<file path="config.mk">
export PLATFORM = sky130hd
export DESIGN_NAME = ledStatusDriver
export DESIGN_NICKNAME = d
export VERILOG_FILES = /design/src/rtl/ledStatusPkg.sv /design/src/rtl/ledBlinker.sv /design/src/rtl/ledCtrl.sv /design/src/rtl/ledDatapath.sv /design/src/rtl/ledStatusDriver.sv
export SDC_FILE = /design/constraint.sdc
export NUM_CORES = 1
export LEC_CHECK = 0
export BUFFER_PORTS_ARGS = -buffer_cell sky130_fd_sc_hd__buf_2
export CORE_MARGIN = 5
export CORE_UTILIZATION = 35
export DETAILED_ROUTE_END_ITERATION = 12
export PLACE_DENSITY = 0.61
export RECOVER_POWER = 25
export SKIP_LAST_GASP = 1
export SYNTH_ARGS = -nofsm -noshare
export SYNTH_HDL_FRONTEND = slang
export SYNTH_SLANG_ARGS = --single-unit
</file>
<file path="constraint.sdc">
create_clock -name clk -period 2.7 [get_ports clk]
set_input_delay 0.54 -clock clk [delete_from_list [all_inputs] [get_ports clk]]
set_output_delay 0.54 -clock clk [all_outputs]
set_load 0.01 [all_outputs]
</file>
<file path="src/rtl/ledStatusPkg.sv">
package ledStatusPkg;

  localparam int NUM_LEDS = 4;
  localparam int NUM_CH   = 3;
  localparam int CH_TX    = 0;
  localparam int CH_RX    = 1;
  localparam int CH_ANY   = 2;

  typedef enum logic [1:0] {
    SPD_10   = 2'b00,
    SPD_100  = 2'b01,
    SPD_1000 = 2'b10,
    SPD_NONE = 2'b11
  } speedT;

  typedef enum logic [1:0] {
    MAP_ACT_SPEED = 2'b00,
    MAP_COMBO     = 2'b01,
    MAP_SPLIT     = 2'b10,
    MAP_LINKACT   = 2'b11
  } mapT;

  typedef enum logic [1:0] {
    PH_IDLE = 2'b00,
    PH_DARK = 2'b01,
    PH_LIT  = 2'b10
  } phaseT;

  // strobes from control to datapath, one bit per activity channel
  typedef struct packed {
    logic [NUM_CH-1:0] darkPhase;
    logic [NUM_CH-1:0] litPhase;
  } blinkStrobesT;

endpackage

</file>
<file path="src/rtl/ledBlinker.sv">
module ledBlinker
  import ledStatusPkg::*;
#(
  parameter int PHASE_CYC = 4
) (
  input  logic clk,
  input  logic rst,
  input  logic actPulse,
  output logic darkPhase,
  output logic litPhase
);

  localparam int CW = (PHASE_CYC > 2) ? $clog2(PHASE_CYC) : 1;
  localparam logic [CW-1:0] LAST = CW'(PHASE_CYC - 1);

  phaseT         phase;
  logic [CW-1:0] cnt;
  logic          pend;

  always_ff @(posedge clk) begin
    if (rst) begin
      phase <= PH_IDLE;
      cnt   <= '0;
      pend  <= 1'b0;
    end else begin
      unique case (phase)
        PH_IDLE: begin
          cnt  <= '0;
          pend <= 1'b0;
          if (actPulse) phase <= PH_DARK;
        end
        PH_DARK: begin
          pend <= pend | actPulse;
          if (cnt == LAST) begin
            phase <= PH_LIT;
            cnt   <= '0;
          end else begin
            cnt <= cnt + 1'b1;
          end
        end
        PH_LIT: begin
          if (cnt == LAST) begin
            cnt   <= '0;
            pend  <= 1'b0;
            phase <= (pend | actPulse) ? PH_DARK : PH_IDLE;
          end else begin
            cnt  <= cnt + 1'b1;
            pend <= pend | actPulse;
          end
        end
        default: begin
          phase <= PH_IDLE;
          cnt   <= '0;
          pend  <= 1'b0;
        end
      endcase
    end
  end

  assign darkPhase = (phase == PH_DARK);
  assign litPhase  = (phase == PH_LIT);

  // the lit phase is only ever entered from the dark phase
  a_r3_lit_follows_dark: assert property (@(posedge clk) disable iff (rst)
    $rose(litPhase) |-> $past(darkPhase));

  // a cycle only finishes from its lit phase
  a_r3_idle_after_lit: assert property (@(posedge clk) disable iff (rst)
    (phase == PH_IDLE && $past(phase) != PH_IDLE) |-> $past(phase) == PH_LIT);

  // a pulse inside a running phase never resets its count
  a_r4_count_keeps_running: assert property (@(posedge clk) disable iff (rst)
    (phase == PH_DARK && $past(phase) == PH_DARK) |-> cnt == $past(cnt) + 1'b1);

endmodule

</file>
<file path="src/rtl/ledCtrl.sv">
module ledCtrl
  import ledStatusPkg::*;
#(
  parameter int PHASE_CYC = 4
) (
  input  logic         clk,
  input  logic         rst,
  input  logic         txPulse,
  input  logic         rxPulse,
  output blinkStrobesT strobes
);

  logic [NUM_CH-1:0] chAct;
  logic [NUM_CH-1:0] chDark;
  logic [NUM_CH-1:0] chLit;

  assign chAct[CH_TX]  = txPulse;
  assign chAct[CH_RX]  = rxPulse;
  assign chAct[CH_ANY] = txPulse | rxPulse;

  for (genvar c = 0; c < NUM_CH; c++) begin : g_ch
    ledBlinker #(.PHASE_CYC(PHASE_CYC)) blink_i (
      .clk      (clk),
      .rst      (rst),
      .actPulse (chAct[c]),
      .darkPhase(chDark[c]),
      .litPhase (chLit[c])
    );
  end

  assign strobes.darkPhase = chDark;
  assign strobes.litPhase  = chLit;

endmodule

</file>
<file path="src/rtl/ledDatapath.sv">
module ledDatapath
  import ledStatusPkg::*;
(
  input  logic                clk,
  input  logic                rst,
  input  logic                linkUp,
  input  logic [1:0]          speedSel,
  input  logic                fullDuplex,
  input  logic [1:0]          mapSel,
  input  logic                mapValid,
  input  logic                powerDown,
  input  blinkStrobesT        strobes,
  output logic [NUM_LEDS-1:0] ledN
);

  speedT spd;
  mapT   effMap;
  logic  lnk10, lnk100, lnk1000, dupOn;
  logic  anyDark, actAny, actTx, actRx;
  logic [NUM_LEDS-1:0] lit;

  assign spd    = speedT'(speedSel);
  assign effMap = mapValid ? mapT'(mapSel) : MAP_LINKACT;

  assign lnk10   = linkUp && (spd == SPD_10);
  assign lnk100  = linkUp && (spd == SPD_100);
  assign lnk1000 = linkUp && (spd == SPD_1000);
  assign dupOn   = linkUp && fullDuplex;

  assign anyDark = strobes.darkPhase[CH_ANY];
  assign actAny  = strobes.litPhase[CH_ANY];
  assign actTx   = strobes.litPhase[CH_TX];
  assign actRx   = strobes.litPhase[CH_RX];

  always_comb begin
    lit = '0;
    unique case (effMap)
      MAP_ACT_SPEED: lit = {lnk1000, lnk10, lnk100, actAny};
      MAP_COMBO:     lit = {lnk1000, dupOn,
                            (lnk100 | lnk1000) & ~anyDark,
                            (lnk10  | lnk1000) & ~anyDark};
      MAP_SPLIT:     lit = {dupOn, actRx, linkUp, actTx};
      MAP_LINKACT:   lit = {lnk1000 & ~anyDark, dupOn,
                            lnk100 & ~anyDark, lnk10 & ~anyDark};
      default:       lit = '0;
    endcase
  end

  always_ff @(posedge clk) begin
    if (rst)            ledN <= '1;
    else if (powerDown) ledN <= '1;
    else                ledN <= ~lit;
  end

  // each channel is in at most one phase at a time
  for (genvar c = 0; c < NUM_CH; c++) begin : g_chk
    a_r3_phase_exclusive: assert property (@(posedge clk) disable iff (rst)
      $onehot0({strobes.darkPhase[c], strobes.litPhase[c]}));
  end

  // power-down darkens every pin on the next clock
  a_r10_dark_in_powerdown: assert property (@(posedge clk) disable iff (rst)
    powerDown |=> (ledN == '1));

  // without link, all speed indicators of map 00 stay dark
  a_r2_no_link_dark: assert property (@(posedge clk) disable iff (rst)
    (!linkUp && effMap == MAP_ACT_SPEED) |=> (ledN[3:1] == 3'b111));

  // link/activity pins are dark without link
  a_r5_linkact_needs_link: assert property (@(posedge clk) disable iff (rst)
    (!linkUp && effMap == MAP_LINKACT) |=> (ledN[0] && ledN[1] && ledN[3]));

  // the duplex pin is dark without link
  a_r11_duplex_needs_link: assert property (@(posedge clk) disable iff (rst)
    (!linkUp && effMap == MAP_LINKACT) |=> ledN[2]);

endmodule

</file>
<file path="src/rtl/ledStatusDriver.sv">
module ledStatusDriver
  import ledStatusPkg::*;
#(
  parameter int CLK_HZ   = 125_000_000,
  parameter int PHASE_MS = 40
) (
  input  logic       clk,
  input  logic       rst,
  input  logic       linkUp,
  input  logic [1:0] speedSel,
  input  logic       fullDuplex,
  input  logic       txPulse,
  input  logic       rxPulse,
  input  logic [1:0] mapSel,
  input  logic       mapValid,
  input  logic       powerDown,
  output logic [3:0] ledN
);

  localparam int PHASE_CYC = (CLK_HZ / 1000) * PHASE_MS;

  blinkStrobesT strobes;

  ledCtrl #(.PHASE_CYC(PHASE_CYC)) ctrl_i (
    .clk    (clk),
    .rst    (rst),
    .txPulse(txPulse),
    .rxPulse(rxPulse),
    .strobes(strobes)
  );

  ledDatapath dp_i (
    .clk       (clk),
    .rst       (rst),
    .linkUp    (linkUp),
    .speedSel  (speedSel),
    .fullDuplex(fullDuplex),
    .mapSel    (mapSel),
    .mapValid  (mapValid),
    .powerDown (powerDown),
    .strobes   (strobes),
    .ledN      (ledN)
  );

endmodule

</file>
==> results.py, run 1 <==
metrics = {
    "grt": {
        "globalRouteMet3Util_pct": 2.61,
        "grt_pass1_wl_um": 14600,
        "grt.met1_usage_pct": 16.3,
        "grt_max_degree": 24,
        "track_usage_pct": 12.2,
        "grt-ovfl-total": 0,
        "grt_antenna_before_repair": 0,
        "top_usage_layer": "met2",
        "grt_use_met2_pct": 18.9,
        "grt_pass1_vias": 3163,
    },
    "logic_synthesis": {
        "synth_top_area_share_pct": 39.2,
        "synthCells": 484,
        "yosys-mux-area-fraction_pct": 2.90,
        "synth_cell_types": 52,
        "synth.area.top_cells": "dfxtp_1 (39%), ha_1 (5.1%), nor2_1 (4.9%), xnor2_1 (4.0%), xor2_1 (3.8%)",
        "ys_seq_area_share_pct": 39.2,
        "synth-edff-count": 0,
        "synthArstFlopShare_pct": 0,
        "synth-xor-area-share_pct": 7.74,
        "yosys.area.top_type": "dfxtp_1",
        "syn-cell-area_mm2": 0.00419,
        "synth_fp_nets": 513,
        "yosys.area_share.simple_pct": 30.0,
        "synth_top_family_by_area": "simple AND/OR/NAND/NOR gates",
        "synthAdderAreaFrac_pct": 5.08,
        "yosysWarnings": 0,
        "synth.avg_cell_area_um2": 8.65,
        "synth-seq-cells": 82,
        "synth_flop_cell": "dfxtp_1",
        "synth_compound_area_share_pct": 11.4,
    },
    "placement": {
        "port_buffers": 15,
        "dpl.hpwl_um": 5810,
        "gp_congestion": 0.787,
        "placed_area_mm2": 0.00438,
        "dp_cells": 635,
    },
    "timing": {
        "period_share_pct": 74.5,
        "setup_viol": 0,
        "relSlewSlack_pct": 58.0,
        "worstMarginPinSlew_ps": 629,
        "tns_ps": 0,
        "report.final.slew_viol_count": 0,
        "max_freq_mhz": 497,
        "hold_viol": 0,
        "rsz0062_at_grt": "no",
        "min_period_ps": 2010,
        "skew_ps": 6.19,
    },
    "pwr": {
        "pwr_density_cell_mw_per_mm2": 667,
        "fin_total_pwr_mw": 3.14,
        "ir_drop_v": 0.000373,
        "leakagePower_nw": 1.57,
    },
    "critical_path": {
        "crit_chain": "nor4_1 > nand4_1 > o21ai_2 > nor2_1",
        "worstPathRequired_ps": 2900,
        "cp_slowest_cell": "o21ai_2",
        "startpoint_type": "flop",
        "critPathMaxFanout": 16,
        "worst_setup_path_end_kind": "flop",
        "max_stage_delay_ps": 620,
        "critPathKind": "reg -> reg",
        "cp.arrival_ps": 2210,
    },
    "die": {
        "fp.coreArea_mm2": 0.0119,
        "start_util_pct": 35.3,
        "rows": 40,
        "die_x_um": 119,
        "die_area_mm2": 0.0142,
        "ios": 16,
        "dieHeight_um": 119,
    },
    "final_layout": {
        "drive_above_1_share_pct": 8.53,
        "postLayoutCellArea_mm2": 0.00470,
        "multi_input_area_mm2": 0.00239,
        "seq_area_mm2": 0.00164,
        "area_growth_pct": 12.3,
        "diodes": 0,
        "num-nets-final": 528,
        "fin_util_pct": 39.6,
        "nFillCells": 1169,
        "layout.cells.non_filler": 651,
    },
    "clock_network": {
        "htreeDepth": 3,
        "tritoncts": "built",
        "ctsResizeCount": 0,
        "clk_latency_ps": 330,
        "numCtsBuffers": 9,
        "post_cts_buffers": 0,
        "root_buffer": "clkbuf_16",
        "clkSinkCount": 82,
        "cts_buffer_depth": 2,
        "clkTransAtPathRegs_ps": 60,
        "holdBufCountCts": 0,
    },
    "flow_run": {
        "drv_cap": 0,
    },
    "drt": {
        "routed_wl_um": 8270,
        "first_pass_iters": 4,
        "post_drt_wl_per_cell_um": 12.7,
        "vias": 3362,
        "antenna_left": 0,
        "drc": 0,
        "viasPerCell": 5.16,
        "drt_iter0_drc": 198,
    },
    "outcome": {
        "status": "finished clean",
    },
    "min_path": {
        "hold_class": "in -> reg",
    },
}
[worst max-delay path: cells and delay by family (launching register included)]
family,cells,cell delay (ps)
compound gates,1,620
flops,1,340
simple gates,3,910
[per-stage QoR]
step           worst slack (ps)  hold slack, ps
5_1_grt                     472             432
2_1_floorplan              1090             426
6_report                    688             418
3_3_place_gp                746             436
3_5_place_dp                693             451
4_1_cts                     670             404
[cells by family (layout without fill, tap and decap cells)]
| group | after synthesis | after routing |
|---|---|---|
| AOI/OAI and AO/OA | 79 | 79 |
| xor gates and xnor gates | 37 | 37 |
| adders and majority gates | 17 | 17 |
| buffers and inverters | 32 | 52 |
| DFF | 82 | 82 |
| muxes | 12 | 12 |
| and+or+nand+nor | 225 | 225 |
[state kept, by name (all words and copies together) (netlist names)]
register,count
ctrl_i.g_ch.blink_i.cnt,69
ctrl_i.g_ch.blink_i.phase,6
dp_i.ledN,4
ctrl_i.g_ch.blink_i.pend,3
[cells in the mapped netlist (8+ instances only)]
library cell,n
a21oi_1,24
and2_1,8
dfxtp_1,82
ha_1,17
inv_1,17
mux2i_1,11
nand2_1,34
nand3_1,23
nand4_1,20
nor2_1,55
nor2b_1,9
nor4_1,8
o21ai_0,26
o31ai_1,11
or3_1,12
xnor2_1,19
xor2_1,18
[cell type report]
| cell class | count | share of cell area [%] |
|---|---|---|
| multi-input combinational | 370 | 50.8 |
| clock inverter | 5 | 1.81 |
| inverter | 18 | 1.44 |
| clock buffer | 11 | 5.16 |
| timing repair buffer | 18 | 1.92 |
| sequential | 82 | 34.9 |
| tap | 147 | 3.91 |
[routing by layer]
layer,part of all wire (%),vias up,wire length (um)
met5,0,-,0
met4,1.9,0,159
met3,2.8,11,231
met2,44,34,3650
met1,51,1547,4230
li1,-,1770,-
[path summary, 6_finish.rpt]
kind / from / endpoint / slack (ps) / depth (start not counted)
setup / recovery: ctrl_i.g_ch[1].blink_i.cnt[13] / ctrl_i.g_ch[1].blink_i.cnt[15] / 690 / 4
hold / removal: linkUp / dp_i.ledN[1] / 420 / 2
setup reg to reg: ctrl_i.g_ch[1].blink_i.cnt[13] / ctrl_i.g_ch[1].blink_i.cnt[15] / 690 / 4
hold reg to reg: ctrl_i.g_ch[2].blink_i.cnt[0] / ctrl_i.g_ch[2].blink_i.cnt[0] / 460 / 1
[power by group]
part | switching (mW) | total [mW] | internal (mW)
combinational | 0.296 | 0.490 | 0.194
sequential | 0.0530 | 1.32 | 1.26
clock | 0.489 | 1.33 | 0.842
[cells in the final DEF (no fill, tap or decap), drive strengths merged, types with 11 or more instances in the layout]
cell type / instances
mux2i: 11
nand3: 23
nor2: 55
clkbuf: 16
o21ai: 29
or3: 13
inv: 19
o31ai: 11
dfxtp: 82
xor2: 18
nand2: 34
buf: 13
nand4: 22
xnor2: 19
a21oi: 26
ha: 17
(Power assumes the default switching activity.)
==> inputs of run 2 (changes only) <==
==> constraint.sdc (replaced) <==
create_clock -name clk -period 2 [get_ports clk]
set_input_delay 0.4 -clock clk [delete_from_list [all_inputs] [get_ports clk]]
set_output_delay 0.4 -clock clk [all_outputs]
set_load 0.01 [all_outputs]
==> run 2 against run 1 <==
Net effect:
- register-to-register slack got worse by 480 ps
- first-iteration DRC count increased by 6.6%
- cell count increased by 0.92%
- clock power increased by 36%
- global-route usage increased by 0.45 points
- clock skew decreased by 0.55 ps
- clock-buffer cell count decreased by 1
- fmax increased by 12%
- total power increased by 37%
- sequential power increased by 35%
- sequential share of layout area decreased by 0.49 points
- critical path type unchanged
==> results.py, run 2 (synthesized netlist as in run 1, its figures left out) <==
metrics = {
    "clock_network": {
        "root_buffer": "clkbuf_16",
        "holdBufCountCts": 0,
        "cts_buffer_depth": 2,
        "tritoncts": "built",
        "clk_latency_ps": 340,
        "htreeDepth": 3,
        "clkTransAtPathRegs_ps": 60,
        "numCtsBuffers": 9,
        "clkSinkCount": 82,
    },
    "final_layout": {
        "largest_reg_flops": 69,
        "reg.largest.list": "ctrl_i.g_ch.blink_i.cnt (69), ctrl_i.g_ch.blink_i.phase (6), dp_i.ledN (4)",
        "area_growth_pct": 13.9,
        "nFillCells": 1194,
        "num-nets-final": 534,
        "final_cell_mix": "dfxtp_1 (82), nor2_1 (55), nand2_1 (34)",
        "diodes": 0,
        "layout_commonest_cell": "dfxtp_1",
        "drive_above_1_share_pct": 9.61,
        "postLayoutCellArea_mm2": 0.00477,
        "top_register": "ctrl_i.g_ch.blink_i.cnt",
    },
    "outcome": {
        "status": "finished clean",
    },
    "drt": {
        "viasPerCell": 5.27,
        "drt_iter0_drc": 211,
        "routed_wl_um": 8520,
        "vias": 3462,
        "first_pass_iters": 4,
        "drc": 0,
        "antenna_left": 0,
        "post_drt_wl_per_cell_um": 13.0,
    },
    "critical_path": {
        "reg2reg_depth": 6,
        "crit_family": "simple AND/OR/NAND/NOR gates",
        "crit_chain": "ha_1 > and4_1 > nand4_1 > buf_4 > or3_1 > a21oi_1",
        "worst_setup_path_end_kind": "flop",
        "timing.rr.end": "ctrl_i.g_ch[0].blink_i.cnt[22]",
        "critPathMaxFanout": 8,
        "cp-endpoint": "ctrl_i.g_ch[0].blink_i.cnt[22]",
        "startpoint_type": "flop",
        "crit_cells": 6,
        "critPathKind": "reg -> reg",
        "rr_startpoint": "ctrl_i.g_ch[0].blink_i.cnt[0]",
        "crit_buf_inv": 1,
        "max_stage_delay_ps": 370,
        "cp.arrival_ps": 2060,
        "startpoint": "ctrl_i.g_ch[0].blink_i.cnt[0]",
        "r2r_setup_slack_ps": 210,
        "worstPathRequired_ps": 2270,
        "cp_slowest_cell": "dfxtp_1",
    },
    "die": {
        "rows": 40,
        "dieHeight_um": 119,
        "ios": 16,
        "die_x_um": 119,
        "start_util_pct": 35.3,
        "die_area_mm2": 0.0142,
        "fp.coreArea_mm2": 0.0119,
    },
    "grt": {
        "grt_pass1_vias": 3386,
        "grt_pass1_wl_um": 15100,
        "grt_antenna_before_repair": 0,
        "grt-ovfl-total": 0,
        "grt_max_degree": 24,
        "track_usage_pct": 12.7,
    },
    "placement": {
        "gp_congestion": 0.803,
        "placed_area_mm2": 0.00444,
        "pre_cts_slack_ps": 181,
        "dpl.hpwl_um": 6010,
        "port_buffers": 15,
    },
    "timing": {
        "fin_worst_hold_slack_ps": 263,
        "relSlewSlack_pct": 62.2,
        "skew_ps": 5.64,
        "report.final.slew_viol_count": 0,
        "hold_viol": 0,
        "worstMarginPinSlew_ps": 562,
        "period_share_pct": 89.5,
        "setup_slack_ps": 210,
        "setup_viol": 0,
        "rsz0062_at_grt": "no",
        "max_freq_mhz": 559,
        "tns_ps": 0,
        "min_period_ps": 1790,
    },
    "min_path": {
        "holdPathStages": 2,
        "hold_class": "in -> reg",
    },
    "pwr": {
        "pwr_density_cell_mw_per_mm2": 903,
        "ir_drop_v": 0.000462,
        "leakagePower_nw": 1.61,
        "fin_total_pwr_mw": 4.30,
    },
    "flow_run": {
        "drv_cap": 0,
    },
}
-- run 2: cell count changes in the layout (fill, tap and decap cells not counted) --
cell / delta
and2_0: +1
and2_1: -1
buf_12: +2
buf_4: +3
clkinv_2: +1
clkinv_4: +2
inv_6: -2
o21ai_0: -1
o21ai_1: +1
-- run 2: worst min-delay path by stage --
stage / end / slack [ps] / from
6_report: dp_i.ledN[1] / 260 / linkUp
2_1_floorplan: ctrl_i.g_ch[2].blink_i.cnt[0] / 430 / ctrl_i.g_ch[2].blink_i.cnt[0]
3_3_place_gp: ctrl_i.g_ch[2].blink_i.cnt[0] / 440 / ctrl_i.g_ch[2].blink_i.cnt[0]
4_1_cts: dp_i.ledN[1] / 250 / linkUp
3_5_place_dp: ctrl_i.g_ch[1].blink_i.cnt[0] / 460 / ctrl_i.g_ch[1].blink_i.cnt[0]
5_1_grt: dp_i.ledN[1] / 280 / linkUp
-- run 2: layer usage --
metal	routed length [um]	global-route usage (%)	vias to the layer above
li1	-	-	1784
met5	0	0	-
met1	4180	16.1	1630
met4	148	5.37	0
met2	3880	20.3	38
met3	318	3.23	10
-- run 2: final cells by class --
type	count	area (um^2)	share of cell area, %
multi-input cells	370	2390	50.1
flip-flops and latches	82	1640	34.4
clock buffers	10	239	5.01
well taps	147	184	3.86
repair buffers	24	156	3.28
clock inverters	6	90.1	1.89
inverters	18	67.6	1.42
-- run 2: timing repair --
item / in CTS / in global routing
setup buffers: 0 / 1
endpoints found under the setup margin: 0 / 3
resized for setup: 0 / 0
-- run 2: power breakdown --
part | internal [mW] | switching (mW) | leakage (nW)
clock | 1.13 | 0.678 | 0.159
sequential | 1.71 | 0.0727 | 0.662
combinational | 0.304 | 0.414 | 0.786
total | 3.14 | 1.17 | 1.61
-- run 2: stage by stage --
stage | utilization (%) | cells
CTS | 40.2 | 656
global placement | 37.5 | 640
finish | 40.2 | 657
floorplan | - | 484
detailed placement | 37.5 | 640
global route | 40.2 | 657
